### src/rtl/lp_sleep_pkg.sv
package lp_sleep_pkg;
  typedef enum logic [1:0] {
    ST_RUN  = 2'd0,
    ST_HALT = 2'd1,
    ST_STOP = 2'd2,
    ST_OSCW = 2'd3
  } sleep_st_e;
endpackage

### src/rtl/lp_pin_sync.sv
module lp_pin_sync #(
  parameter int unsigned STAGES  = 2,
  parameter logic        RST_VAL = 1'b1
) (
  input  logic clk_i,
  input  logic rst_ni,
  input  logic d_i,
  output logic q_o
);
  generate
    if (STAGES == 0) begin : g_bypass
      assign q_o = d_i;
    end else begin : g_sync
      logic q [STAGES];
      for (genvar i = 0; i < STAGES; i++) begin : g_stage
        if (i == 0) begin : g_first
          always_ff @(posedge clk_i or negedge rst_ni)
            if (!rst_ni) q[0] <= RST_VAL;
            else         q[0] <= d_i;
        end else begin : g_next
          always_ff @(posedge clk_i or negedge rst_ni)
            if (!rst_ni) q[i] <= RST_VAL;
            else         q[i] <= q[i-1];
        end
      end
      assign q_o = q[STAGES-1];
    end
  endgenerate
endmodule

### src/rtl/lp_irq_any.sv
module lp_irq_any #(
  parameter int unsigned NUM_IRQ = 4
) (
  input  logic [NUM_IRQ-1:0] irq_req_i,
  output logic               irq_any_o
);
  assign irq_any_o = |irq_req_i;
endmodule

### src/rtl/lp_sleep_fsm.sv
module lp_sleep_fsm
  import lp_sleep_pkg::*;
(
  input  logic      clk_i,
  input  logic      rst_ni,
  input  logic      halt_cmd_i,
  input  logic      stop_cmd_i,
  input  logic      irq_any_i,
  input  logic      rec_lvl_ni,
  input  logic      osc_ready_i,
  output sleep_st_e state_o,
  output logic      wake_o,
  output logic      vec_sel_o
);
  sleep_st_e st_q, st_d;
  logic      wake_d, vsel_d;

  always_comb begin
    st_d   = st_q;
    wake_d = 1'b0;
    vsel_d = 1'b0;
    unique case (st_q)
      ST_RUN: begin
        if (stop_cmd_i)      st_d = ST_STOP;   // stop wins
        else if (halt_cmd_i) begin
          if (irq_any_i) wake_d = 1'b1;        // pass-through, clock never gated
          else           st_d   = ST_HALT;
        end
      end
      ST_HALT: if (irq_any_i) begin
        st_d   = ST_RUN;
        wake_d = 1'b1;
      end
      ST_STOP: if (!rec_lvl_ni) st_d = ST_OSCW;
      ST_OSCW: if (osc_ready_i) begin
        st_d   = ST_RUN;
        wake_d = 1'b1;
        vsel_d = 1'b1;
      end
      default: st_d = ST_RUN;
    endcase
  end

  always_ff @(posedge clk_i or negedge rst_ni) begin
    if (!rst_ni) begin
      st_q      <= ST_RUN;
      wake_o    <= 1'b0;
      vec_sel_o <= 1'b0;
    end else begin
      st_q      <= st_d;
      wake_o    <= wake_d;
      vec_sel_o <= vsel_d;
    end
  end

  assign state_o = st_q;
endmodule

### src/rtl/lp_sleep_ctrl.sv
module lp_sleep_ctrl
  import lp_sleep_pkg::*;
#(
  parameter int unsigned NUM_IRQ     = 4,
  parameter int unsigned SYNC_STAGES = 2
) (
  input  logic               clk_i,
  input  logic               rst_ni,
  input  logic               halt_cmd_i,
  input  logic               stop_cmd_i,
  input  logic [NUM_IRQ-1:0] irq_req_i,
  input  logic               stop_rec_ni,
  input  logic               osc_ready_i,
  output logic               cpu_clk_en_o,
  output logic               osc_en_o,
  output logic               core_rst_o,
  output logic               wake_o,
  output logic               vec_sel_o,
  output logic               port_mode_rst_o
);
  logic      irq_any, rec_lvl_n, por_q;
  sleep_st_e state;

  lp_irq_any #(.NUM_IRQ(NUM_IRQ)) u_irq (
    .irq_req_i (irq_req_i),
    .irq_any_o (irq_any)
  );

  lp_pin_sync #(.STAGES(SYNC_STAGES), .RST_VAL(1'b1)) u_rec_sync (
    .clk_i  (clk_i),
    .rst_ni (rst_ni),
    .d_i    (stop_rec_ni),
    .q_o    (rec_lvl_n)
  );

  lp_sleep_fsm u_fsm (
    .clk_i       (clk_i),
    .rst_ni      (rst_ni),
    .halt_cmd_i  (halt_cmd_i),
    .stop_cmd_i  (stop_cmd_i),
    .irq_any_i   (irq_any),
    .rec_lvl_ni  (rec_lvl_n),
    .osc_ready_i (osc_ready_i),
    .state_o     (state),
    .wake_o      (wake_o),
    .vec_sel_o   (vec_sel_o)
  );

  // only power-on reset may default the port mode registers
  always_ff @(posedge clk_i or negedge rst_ni)
    if (!rst_ni) por_q <= 1'b1;
    else         por_q <= 1'b0;

  assign cpu_clk_en_o    = (state == ST_RUN);
  assign osc_en_o        = (state != ST_STOP);
  assign core_rst_o      = (state == ST_OSCW);
  assign port_mode_rst_o = por_q;
endmodule

### config.mk
export PLATFORM = sky130hd
export DESIGN_NAME = lp_sleep_ctrl
export DESIGN_NICKNAME = d
export VERILOG_FILES = /design/src/rtl/lp_sleep_pkg.sv /design/src/rtl/lp_pin_sync.sv /design/src/rtl/lp_irq_any.sv /design/src/rtl/lp_sleep_fsm.sv /design/src/rtl/lp_sleep_ctrl.sv
export SDC_FILE = /design/constraint.sdc
export NUM_CORES = 1
export LEC_CHECK = 0
export ABC_AREA = 1
export ABC_CLOCK_PERIOD_IN_PS = 1000
export BUFFER_PORTS_ARGS = -buffer_cell sky130_fd_sc_hd__buf_2
export CAP_MARGIN = 20
export CORE_MARGIN = 10
export CORE_UTILIZATION = 25
export DETAILED_ROUTE_END_ITERATION = 7
export GPL_TIMING_DRIVEN = 0
export PLACE_DENSITY = 0.61
export SLEW_MARGIN = 20
export SYNTH_ARGS = -nofsm -noshare
export SYNTH_HDL_FRONTEND = slang
export SYNTH_SLANG_ARGS = --single-unit
### constraint.sdc
create_clock -name clk_i -period 1 [get_ports clk_i]
set_input_delay 0.15 -clock clk_i [delete_from_list [all_inputs] [get_ports clk_i]]
set_output_delay 0.15 -clock clk_i [all_outputs]
set_load 0.05 [all_outputs]
* After elaboration in Yosys (flattened, before gate mapping)
Index checks and enable logic that the tools add are counted.
** Storage, ports and cells
- Flip-flop bits (word level) :: 7
- Bits in latches :: 0
- Bits in writable memories :: 0
- ROM bits :: 0
- Input bits :: 10
- Output and inout port bits :: 6
- Logic and storage cells :: 31
- Memories :: 0
** Cells by class
- Add/subtract/negate cells :: 0
- $mul :: 0
- Divide/modulo/power cells :: 0
- Magnitude comparators :: 0
- Equality and inequality tests :: 9
- Shift-type cells :: 0
- Mux-type cells :: 13
- Bitwise operators :: 0
- Reduce and logical (&&, ||, !) cells :: 3
** Operators by type and width (count)
- two-way mux 2 bit :: 6
- != test 2 bit, second input constant :: 4
- one-hot mux 2 bit (4 select lines) :: 1
- != test 3 bit, second input constant :: 2
- two-way mux 1 bit :: 5
- AND reduction 5 bit :: 1
- equality test 2 bit, second input constant :: 2
- OR reduction 4 bit :: 1
- one-hot mux 1 bit (3 select lines) :: 1
- equality test 2 x 1 -> 1 bit, second input constant :: 1
- logical NOT 2 bit :: 1

* Longest topological paths before layout
- Depth after elaboration :: 5
- Depth in mapped cells :: 7
- Depth with buffers taken out :: 7

* Modules after synthesis
From an unflattened synthesis, not the netlist that was laid out.
** Second synthesis, totals
- Cells, all modules :: 47
- Area total of the unflattened synthesis :: 370.4 um^2
** By module, submodules not included
- lp_sleep_fsm :: instances 1, cells an instance 35, area each 257.7 um^2, seq. area each 100.1 um^2
- lp_pin_sync :: instances 1, cells an instance 2, area each 52.6 um^2, seq. area each 52.6 um^2
- lp_sleep_ctrl :: instances 1, cells an instance 7, area each 48.8 um^2, seq. area each 26.3 um^2
- lp_irq_any :: instances 1, cells an instance 3, area each 11.3 um^2, seq. area each 0.0 um^2

* Least setup slack after synthesis
Ideal clock, no wire load.
- Path type :: register -> output
- Start :: register u_fsm.st_q[0] (netlist: u_fsm.state_o[0])
- End :: output cpu_clk_en_o
- Arrival :: 0.885 ns
- Required time :: 0.850 ns
- Slack :: -0.035 ns
- Stages on the path, launching flop included :: 4
- Buffers on the path :: 0
- Cells stage by stage :: dfrtp_1 inv_2 nand2_2 inv_1
** On the way
- Cells in the longest elaborated chain, start to end :: 1
** Ends and longest elaborated chain
- start, declared :: line lp_sleep_fsm.sv:15 : sleep_st_e st_q, st_d;
- start signal, assigned :: line lp_sleep_fsm.sv:50 : st_q <= st_d;
- logical NOT 2 bit :: line lp_sleep_ctrl.sv:54 : assign cpu_clk_en_o = (state == ST_RUN);
- end, declared :: line lp_sleep_ctrl.sv:14 : output logic cpu_clk_en_o,
Every way passes these cells.

* Worst setup path in the final report
- Start :: register u_fsm.st_q[1] (netlist: u_fsm.state_o[1])
- End :: output cpu_clk_en_o
The elaborated chain is that of the path after synthesis.

==> results.toml <==
[layout]
antenna-diode-count = 0
drive_above_1_share_pct = 52.8
multi_input_area_sq_um = 168
layout-area-overhead-vs-synth_pct = 66.7
layout.nets = 83
fin_cells = 87
register_area_sq_um = 181
fillers = 142

[worst_setup_path]
critPathArrivalTime_ns = 1.03
worstRegToRegCells = 7
required_ns = 0.85
worst_setup_path_end_kind = "primary output"
path_max_fanout = 6
crit_type = "reg2out"
start_kind = "flop"

[synth]
synth_top_area_cell = "dfrtp_1"
ys_ff_latch = 7
synth_common_cells = "nand2_1 (9), inv_1 (7), nand3_1 (6), nor2_1 (6), dfrtp_1 (4)"
ys_seq_area_share_pct = 50.2
synth-main-ff-cell = "dfrtp_1"
synth_area_sq_um = 357
ys_types = 13
yosysWarnings = 0
synth_edf_count = 0
async_flop_share_pct = 100
synthCells = 47
synth.avg_cell_area_sq_um = 7.59
syn-num-nets = 57
synth_most_common_cell = "nand2_1"
synth_top_area_share_pct = 28.1
ys_top_cells_by_area = "dfrtp_1 (28%), dfstp_2 (22%), nand2_1 (9.5%)"

[power]
p_switching_mw = 0.907
power.internal_mw = 0.985
power_density_nw_per_um2 = 3180
pwr-share-seq_pct = 23.3
pwr-share-clk_pct = 13.1
power_switching_share_pct = 48.0
combPwrFrac_pct = 63.6
total_leakage_power_nw = 0.302
peakVddDrop_mv = 1.41

[timing]
fmax_mhz = 848
setup_ws_ns = -0.179
finalMaxSlewViolations = 0
min_period_ns = 1.18
fin_skew_ns = 0.00351
fin_tns_setup_ns = -0.860
setup_violations = 7
grt_setup_unrepaired = "yes"
final.period_utilization_pct = 118
hold_viol_final = 0

[global_route]
grt_max_degree = 8
overflow = 0
grt_pass1_wl_um = 1500
antenna_found_initial = 0
grt_pass1_vias = 341
grtUsageTotal_pct = 5.86

[floorplan]
io_pins = 16
rows = 13
core_area_sq_um = 1320
dieHeight_um = 57.8
die_w_um = 57.8
dieArea_sq_um = 3340
start_util_pct = 27.1

[clock_tree]
clockBufferDepth = 2
clk_latency_ns = 0.24
clk_pin_slew_ns = 0.05
root_buffer = "clkbuf_4"
cts_buffers = 3
cts_tree = "yes"
cts_max_level = 1
cts_num_sinks = 7

[run_status]
outcome = "finished, violations left"
violations = "setup timing"

[drt]
vias_per_cell = 4.28
drtAntennaViolNets = 0
drc = 0
vias = 372
first_iter_violations = 3
drtPass1Iterations = 4
wl_per_cell_um = 10.8
drt_wl_total_um = 940

[placement]
gp_congestion = 0.711
port_buffers = 15
dp_hpwl_um = 714
place_inst = 77

[min_path]
hold_path_class = "in2reg"
hold_depth = 3

[flow_run]
cap_violations = 0
-- worst max-delay path, stage by stage, from the launching register on --
cell	delay, ns
dfrtp_2	0.44
inv_2	0.09
nand2_4	0.05
clkinvlp_4	0.06
buf_8	0.13
-- cells by family after synthesis --
group / Yosys count / share of synthesized area [%]
simple gates: 25 / 31.2
buf+inv: 9 / 9.48
flops: 7 / 50.2
compound gates: 5 / 8.07
other cells: 1 / 1.05
-- layer usage --
| metal | up-vias | track usage [%] | wire length [um] |
|---|---|---|---|
| met4 | 0 | 4.03 | 19 |
| met1 | 169 | 5.64 | 409 |
| met2 | 8 | 9.20 | 491 |
| li1 | 193 | - | - |
| met5 | - | 0 | 0 |
| met3 | 2 | 3.49 | 19 |
-- power groups by stage --
stage / registers (mW) / logic, mW / clock network [mW]
finish: 0.441 / 1.20 / 0.249
global route: 0.456 / 1.29 / 0.292
CTS: 0.436 / 1.14 / 0.262
detailed placement: 0.444 / 0.853 / 0
global placement: 0.441 / 0.842 / 0
floorplan: 0.536 / 0.575 / 0
-- layout make-up --
cell class	instances	area share, %
Sequential cell	7	30.5
Multi-Input combinational cell	31	28.2
Clock buffer	4	4.42
Inverter	9	6.74
Timing Repair Buffer	21	26.9
Tap cell	15	3.16
-- repair_timing --
action                                  in CTS  in global routing
pin swaps                                    2                  2
endpoints found under the hold margin        8                  0
endpoints found under the setup margin       7                  8
resized for setup                           17                  4
hold buffers                                 2                  0
buffers inserted                             3                  1
-- path summary, 6_finish.rpt --
path | start | endpoint | slack, ns
worst max-delay path | u_fsm.state_o[1] | cpu_clk_en_o | -0.18
worst min-delay path | osc_ready_i | u_fsm.vec_sel_o | 0.18
worst max register to register | u_fsm.state_o[1] | u_fsm.state_o[0] | -0.15
worst min register to register | u_rec_sync.g_sync.q[1] | u_rec_sync.q_o | 0.35
max in group asynchronous | rst_ni | u_rec_sync.g_sync.q[1] | 0.51
min in group asynchronous | rst_ni | u_fsm.vec_sel_o | 0.26
-- stage by stage --
step	hold slack [ns]	util, %	instance area, sq um	power [mW]	worst slack (ns)
after detailed placement	-0.0133	34.5	454	1.30	-0.132
after floorplan	-0.146	-	360	1.11	0.00475
after global routing	0.171	45.1	594	2.04	-0.249
final	0.177	45.1	594	1.89	-0.179
after CTS	0.165	43.8	577	1.84	-0.204
after global placement	-0.0181	34.5	454	1.28	-0.118
-- state kept, by name (all words and copies together) (netlist names) --
register	cells
u_fsm.state_o	2
port_mode_rst_o	1
u_fsm.vec_sel_o	1
u_fsm.wake_o	1
u_rec_sync.g_sync.q	1
u_rec_sync.q_o	1
-- placed cells by master (no fill, tap or decap), types with 2 or more instances in the layout --
| cell | count |
|---|---|
| a21oi_1 | 3 |
| buf_2 | 10 |
| buf_4 | 4 |
| buf_6 | 2 |
| buf_8 | 2 |
| clkbuf_4 | 4 |
| dfrtp_1 | 2 |
| dfrtp_2 | 2 |
| dfstp_2 | 3 |
| dlygate4sd3_1 | 2 |
| inv_1 | 6 |
| nand2_1 | 7 |
| nand2_2 | 2 |
| nand3_1 | 6 |
| nor2_1 | 6 |
| nor2_4 | 2 |
No activity file was read; power rests on OpenSTA's default activity.
